<file path="config.mk">
export PLATFORM = sky130hd
export DESIGN_NAME = btb_predictor
export DESIGN_NICKNAME = d
export VERILOG_FILES = /design/src/rtl/btb_pkg.sv /design/src/rtl/btb_sat_counter.sv /design/src/rtl/btb_lookup.sv /design/src/rtl/btb_update.sv /design/src/rtl/btb_predictor.sv
export SDC_FILE = /design/constraint.sdc
export NUM_CORES = 2
export LEC_CHECK = 0
export CAP_MARGIN = 40
export CORE_UTILIZATION = 35
export DETAILED_ROUTE_END_ITERATION = 10
export GPL_ROUTABILITY_DRIVEN = 1
export SYNTH_ARGS = -nofsm -noshare
export SYNTH_HDL_FRONTEND = slang
export SYNTH_SLANG_ARGS = --single-unit
</file>
<file path="constraint.sdc">
create_clock -name clk -period 6.72 [get_ports clk]
set_input_delay 1.008 -clock clk [delete_from_list [all_inputs] [get_ports clk]]
set_output_delay 1.008 -clock clk [all_outputs]
set_load 0.005 [all_outputs]
</file>
<file path="src/rtl/btb_pkg.sv">
package btb_pkg;

    localparam int unsigned PC_W    = 32;
    localparam int unsigned IDX_W   = 4;
    localparam int unsigned ALIGN_W = 2;
    localparam int unsigned CTR_W   = 2;
    localparam int unsigned ENTRIES = 1 << IDX_W;
    localparam int unsigned TAG_W   = PC_W - IDX_W - ALIGN_W;

    typedef logic [CTR_W-1:0] ctr_t;
    typedef logic [PC_W-1:0]  pc_t;
    typedef logic [IDX_W-1:0] idx_t;
    typedef logic [TAG_W-1:0] tag_t;

    localparam ctr_t CTR_WEAK_TAKEN = ctr_t'(1 << (CTR_W - 1));
    localparam pc_t  PC_STEP        = pc_t'(1 << ALIGN_W);

    typedef struct packed {
        logic valid;
        tag_t tag;
        pc_t  target;
        ctr_t ctr;
    } entry_t;

    typedef entry_t [ENTRIES-1:0] table_t;

    function automatic idx_t pc_index(input pc_t pc);
        return pc[ALIGN_W +: IDX_W];
    endfunction

    function automatic tag_t pc_tag(input pc_t pc);
        return pc[PC_W-1 -: TAG_W];
    endfunction

    function automatic logic leans_taken(input ctr_t c);
        return c[CTR_W-1];
    endfunction

endpackage

</file>
<file path="src/rtl/btb_sat_counter.sv">
module btb_sat_counter #(
    parameter int unsigned W = 2
) (
    input  logic [W-1:0] cur,
    input  logic         taken,
    output logic [W-1:0] nxt
);

    always_comb begin
        if (taken) begin
            nxt = (&cur) ? cur : cur + 1'b1;
        end else begin
            nxt = (|cur) ? cur - 1'b1 : cur;
        end
    end

endmodule

</file>
<file path="src/rtl/btb_lookup.sv">
module btb_lookup
    import btb_pkg::*;
(
    input  table_t tbl,
    input  pc_t    pc,
    output logic   hit,
    output logic   taken,
    output pc_t    next_pc
);

    entry_t sel;

    always_comb begin
        sel     = tbl[pc_index(pc)];
        hit     = sel.valid && (sel.tag == pc_tag(pc));
        taken   = hit && leans_taken(sel.ctr);
        next_pc = taken ? sel.target : pc + PC_STEP;
    end

endmodule

</file>
<file path="src/rtl/btb_update.sv">
module btb_update
    import btb_pkg::*;
(
    input  table_t cur,
    input  logic   upd_valid,
    input  pc_t    upd_pc,
    input  logic   upd_taken,
    input  pc_t    upd_target,
    output table_t nxt
);

    idx_t upd_idx;
    tag_t upd_tag;

    always_comb begin
        upd_idx = pc_index(upd_pc);
        upd_tag = pc_tag(upd_pc);
    end

    for (genvar i = 0; i < ENTRIES; i++) begin : g_slot
        ctr_t   ctr_step;
        entry_t ent_n;
        logic   sel;
        logic   owned;

        btb_sat_counter #(.W(CTR_W)) u_ctr (
            .cur   (cur[i].ctr),
            .taken (upd_taken),
            .nxt   (ctr_step)
        );

        always_comb begin
            sel   = upd_valid && (upd_idx == IDX_W'(i));
            owned = cur[i].valid && (cur[i].tag == upd_tag);
            ent_n = cur[i];
            if (sel) begin
                if (owned) begin
                    ent_n.ctr = ctr_step;
                    if (upd_taken) begin
                        ent_n.target = upd_target;
                    end
                end else if (upd_taken) begin
                    ent_n.valid  = 1'b1;
                    ent_n.tag    = upd_tag;
                    ent_n.target = upd_target;
                    ent_n.ctr    = CTR_WEAK_TAKEN;
                end
            end
        end

        assign nxt[i] = ent_n;
    end

endmodule

</file>
<file path="src/rtl/btb_predictor.sv">
module btb_predictor
    import btb_pkg::*;
(
    input  logic            clk,
    input  logic            rst_n,
    input  logic [PC_W-1:0] fetch_pc,
    output logic            pred_hit,
    output logic            pred_taken,
    output logic [PC_W-1:0] pred_next_pc,
    input  logic            upd_valid,
    input  logic [PC_W-1:0] upd_pc,
    input  logic            upd_taken,
    input  logic [PC_W-1:0] upd_target
);

    typedef struct packed {
        table_t tbl;
    } state_t;

    state_t st_d;
    state_t st_q;
    table_t table_q;
    table_t table_upd;

    assign table_q = st_q.tbl;

    btb_lookup u_lookup (
        .tbl     (table_q),
        .pc      (fetch_pc),
        .hit     (pred_hit),
        .taken   (pred_taken),
        .next_pc (pred_next_pc)
    );

    btb_update u_update (
        .cur        (table_q),
        .upd_valid  (upd_valid),
        .upd_pc     (upd_pc),
        .upd_taken  (upd_taken),
        .upd_target (upd_target),
        .nxt        (table_upd)
    );

    always_comb begin
        st_d     = st_q;
        st_d.tbl = table_upd;
    end

    always_ff @(posedge clk or negedge rst_n) begin
        if (!rst_n) begin
            st_q <= '0;
        end else begin
            st_q <= st_d;
        end
    end

endmodule

</file>
After elaboration in Yosys (flattened, before gate mapping)
Index checks and enable logic that the tools add are counted.
{"block": "op_classes", "add_sub_neg": 33, "order_cmp": 1, "eq_ne": 48, "mux": 84, "bitwise": 16, "n_reduce_logical": 147}
{"operator": "$mux 34", "count": 32}
{"operator": "$eq 26x26->1", "count": 17}
{"operator": "$bmux 61 s4", "count": 1}
{"operator": "$mux 2", "count": 48}
{"operator": "$mux 32", "count": 2}
{"operator": "$reduce_and 2->1", "count": 32}
{"operator": "$reduce_and 4->1", "count": 16}
{"operator": "$reduce_bool 2->1", "count": 32}
{"operator": "$mux 61", "count": 1}
{"operator": "$ne 3x3->1 const B", "count": 16}
{"operator": "$reduce_and 3->1", "count": 16}
{"operator": "$logic_and 1x1->1", "count": 34}
{"operator": "$add 2x1->2 const B", "count": 16}
{"operator": "$add 32x3->32 const B", "count": 1}
{"operator": "$eq 4x4->1 const B", "count": 8}
{"operator": "$reduce_or 2->1", "count": 16}
{"operator": "$sub 2x1->2 const B", "count": 16}
{"operator": "$eq 4x3->1 const B", "count": 4}
{"operator": "$not 1->1", "count": 16}
{"operator": "$eq 4x2->1 const B", "count": 2}
{"operator": "$lt 4x5->1 const B", "count": 1}
{"operator": "$eq 4x1->1 const B", "count": 1}
{"operator": "$logic_not 4->1", "count": 1}
{"block": "word_totals", "reg_bits": 976, "inputBits": 100, "wordCells": 393}

Logic depth before layout (Yosys ltp)
{"block": "depth", "word_depth": 6, "mapped_depth": 14, "depth_no_buf": 8}

By module
Synthesis repeated with hierarchy kept, for this count alone.
{"block": "hier_totals", "cells_unflattened": 3910, "hier_area_um2": 54353.4}
{"module": "btb_predictor", "instances": 1, "cells_each": 976, "area_per_inst_um2": 24423.4}
{"module": "btb_update", "instances": 1, "cells_each": 2118, "area_per_inst_um2": 20195.6}
{"module": "btb_lookup", "instances": 1, "cells_each": 768, "area_per_inst_um2": 9313.9}
{"module": "btb_sat_counter", "instances": 16, "cells_each": 3, "area_per_inst_um2": 26.3}

Worst setup path after synthesis
No wires, ideal clock.
{"block": "synth_path", "path_type": "input to output", "start": "input port fetch_pc[2]", "end": "output port pred_next_pc[10]", "arrival_ps": 3615, "required_time_ps": 5712, "setup_slack_ps": 2097, "cell_stages": 10, "path_cell_list": "buf_6 > buf_6 > mux4_1 > mux2_2 > a211o_1 > a22oi_2 > nand4_2 > nor4_4 > buf_6 > mux2_4"}
{"block": "synth_via", "elab_chain_len": 6, "word_cells_on_any_way": 7, "classes_between": "1 x add/sub; 1 x eq/ne; 3 x mux; 2 x reduce/logical"}
{"item": "start: declaration", "line": "btb_predictor.sv:6", "text": "input logic [PC_W-1:0] fetch_pc,"}
{"item": "$bmux 61 s4", "line": "btb_lookup.sv:14", "text": "sel = tbl[pc_index(pc)];"}
{"item": "$mux 61 (not written as such)", "line": "btb_lookup.sv:14"}
{"item": "$eq 26x26->1", "line": "btb_lookup.sv:15", "text": "hit = sel.valid && (sel.tag == pc_tag(pc));"}
{"item": "$logic_and 1x1->1", "line": "btb_lookup.sv:15"}
{"item": "$logic_and 1x1->1", "line": "btb_lookup.sv:16", "text": "taken = hit && leans_taken(sel.ctr);"}
{"item": "$mux 32 (*)", "line": "btb_lookup.sv:17", "text": "next_pc = taken ? sel.target : pc + PC_STEP;"}
{"item": "end: declaration", "line": "btb_predictor.sv:9", "text": "output logic [PC_W-1:0] pred_next_pc,"}
Mark *: on every way between the ends. The rest lies on a longest branch, timed or not. The select of a mux whose other input is x is not followed.

Worst setup path in the final report
{"block": "layout_path", "start": "input port fetch_pc[3]", "end": "output port pred_next_pc[17]"}
The elaborated chain is that of the path after synthesis.

==> out/results.ini <==
[worst_setup_path]
critical_path.cell_chain=buf_8 -> buf_4 -> buf_4 -> mux4_1 -> nor2_1 -> or4_1 -> o2111ai_1 -> a2111oi_2 -> nand4_2 -> nor4_4 -> buf_12 -> mux2_4 -> clkdlybuf4s50_1
cpMaxStageDelayCell=clkdlybuf4s50_1
rrSetupSlack_ns=3.42
required_ns=5.71
cp_top_family=buffers and inverters
cp-start-kind=primary input
cp.depth=13
critPathMaxStageDelay_ns=0.53
crit_path_start=fetch_pc[3]
worstSetupEndpointType=output port
crit_type=primary input to output port
r2r-end=st_q[354]$_DFFE_PN0P_
rr_worst_depth=7
cpMostUsedCell=buf_4
cp.buffers_inverters=5
cp.arrival_ns=5.23
path_max_fanout=38
reg2reg_from=st_q[345]$_DFFE_PN0P_

[synth]
synth_simple_gate_area_share_pct=4.538
netlist.area_leader.share_pct=47.45
syn_inst=3765
yosys_register_bits=976
yosys.area_share.xor_xnor_pct=7.793
synth_compound_gate_area_share_pct=3.094
synth_cell_types=70
synth_nets=3866
synth_top_family_by_area=multiplexers
synth_edf_count=0
synth_fa_ha_area_share_pct=0.02431
dominantRegCellSynth=dfrtp_1
ys_top_cells_by_area=dfrtp_1 (47%), mux2_2 (20%), mux4_2 (9.5%)
ys_warn_count=0
muxShareOfSynthArea_pct=33.70
syn_avg_cell_area_sq_um=13.67
post_synth_instance_area_sq_mm=0.05147
seq_area_frac_synth_pct=47.45
synth_largest_area_cell=dfrtp_1
synthArstFlopShare_pct=100.0

[final_layout]
top_register=st_q
design_area_sq_mm=0.05908
mostFrequentLayoutCells=dfrtp_1 (976), mux2_2 (937), xnor2_1 (449), mux4_2 (217), buf_4 (146)
nNetsFinal=3948
final_common_cell=dfrtp_1
layout-area-overhead-vs-synth_pct=14.79
drive_gt1_share_pct=41.49
largest_reg_flops=976
largestRegisters=st_q (976)
nFillCells=13670
final_util_pct=40.54

[drt]
drt-total-wl_um=170500
avgRoutedWirePerCell_um=29.11
dr.pass1.iters=5
routed_via_density=5.745
drtIter0Drc=3654
drtAntennaViolNets=0
vias=33660
drc_errors=0

[clocking]
cts_buffers=109
cts_tree=built
cts_setup_buffers=0
cts_root_buffer=clkbuf_16
cts_sinks=976
clockBufferDepth=3
h-tree-depth=3
clk_latency_ns=0.75
hold_buffers=0
path_clk_slew_ns=0.06
cts_resized=0

[placed_design]
port_buffers=131
place_congestion=0.9405
placed_area_sq_mm=0.05529
detailed_place_hpwl_um=116000

[die]
die_y_um=385.5
initial_utilization_pct=35.32
die_w_um=385.5
dieArea_sq_mm=0.1486
io_pins=134
core_area_sq_mm=0.1457
row_count=140

[sta]
relSlewSlack_pct=32.79
worst_slew_pin_slew_ns=0.9999
setup_tns_ns=0
setup_violations=0
rsz0062_at_grt=no
period_share_pct=92.79
hold_viol_final=0
period_needed_ns=6.235
skew_ns=0.05289
drv_slew=0
fmax_mhz=160.4

[power]
leakagePower_nw=24.32
p_per_area_mw_per_mm2=300.8
peakVddDrop_v=0.0002370

[global_route]
grt_pass1_vias=33630
grt_pass1_wl_um=248100
grt_use_total_pct=22.95
grt_max_degree=168
antenna_found_initial=15
overflow=0

[hold_path]
min_path_type=primary input to async pin

[run]
cap_violations=0

[status]
outcome=finished, final reports clean

-- routing by layer --
layer	track usage, %	share of wire (%)	up-vias
li1	-	-	14020
met1	34.03	46	18100
met2	33.95	44	1259
met3	4.876	8.0	260
met4	5.578	2.4	22
met5	0	0.090	-
-- report_power, final --
group	internal, W	switching, W	total [W]
Combinational	0.00200	0.00164	0.00364
Sequential	0.00699	0.000871	0.00786
Clock	0.00370	0.00257	0.00627
Total	0.0127	0.00508	0.0178
-- Yosys cell counts (5+ instances only) --
cell type	instances
nand3_1	55
buf_1	9
buf_4	9
xnor2_1	449
and4_1	6
o22ai_1	19
nand4_1	111
and2_1	5
buf_2	83
o2111ai_1	6
mux4_1	6
a22o_1	37
nand2b_1	9
o21ai_0	59
nor2_1	50
inv_1	26
dfrtp_1	976
buf_12	6
xor2_1	9
and3_1	6
clkbuf_1	211
nor4_1	20
a22oi_1	30
mux2_2	937
mux2_4	30
nor2b_1	15
o41ai_1	5
a211oi_1	8
a21oi_1	12
nand2_1	68
buf_6	19
o31ai_1	13
nor3_1	26
mux4_2	217
a31oi_1	8
or4_1	18
or2_2	13
mux2i_1	130
-- how the worst max path moves through the flow --
| stage | to | slack, ns |
|---|---|---|
| floorplan | pred_next_pc[10] | 2.10 |
| global placement | pred_next_pc[9] | 0.60 |
| detailed placement | pred_next_pc[9] | 0.61 |
| CTS | pred_next_pc[9] | 0.57 |
| global route | pred_next_pc[17] | 0.40 |
| finish | pred_next_pc[17] | 0.48 |
-- cell type report --
type / instances / area, sq um / share of cell area, %
inverters: 28 / 107.6 / 0.1821
repair buffers: 308 / 2863 / 4.845
diodes: 6 / 15.01 / 0.02541
multi-input cells: 2424 / 25490 / 43.15
flip-flops and latches: 976 / 24420 / 41.34
well taps: 1917 / 2399 / 4.060
clock inverters: 37 / 519.2 / 0.8788
clock buffers: 163 / 3263 / 5.523
-- stage by stage --
step	total power (W)	hold WS (ns)	worst slack, ns	instances
finish	0.01777	0.3544	0.4847	5859
CTS	0.01783	0.3929	0.5742	5853
detailed placement	0.01154	0.4880	0.6069	5653
global placement	0.01142	0.4831	0.6012	5626
floorplan	0.01022	0.4490	2.097	3765
global route	0.01846	0.4083	0.3976	5853
-- cells by family after synthesis --
kind of cell | Yosys count
AOI/OAI and AO/OA | 225
buffers and inverters | 365
DFF | 976
adders and majority gates | 1
xor gates and xnor gates | 458
muxes | 1320
and+or+nand+nor | 420
Power figures use the tool's default switching activity.
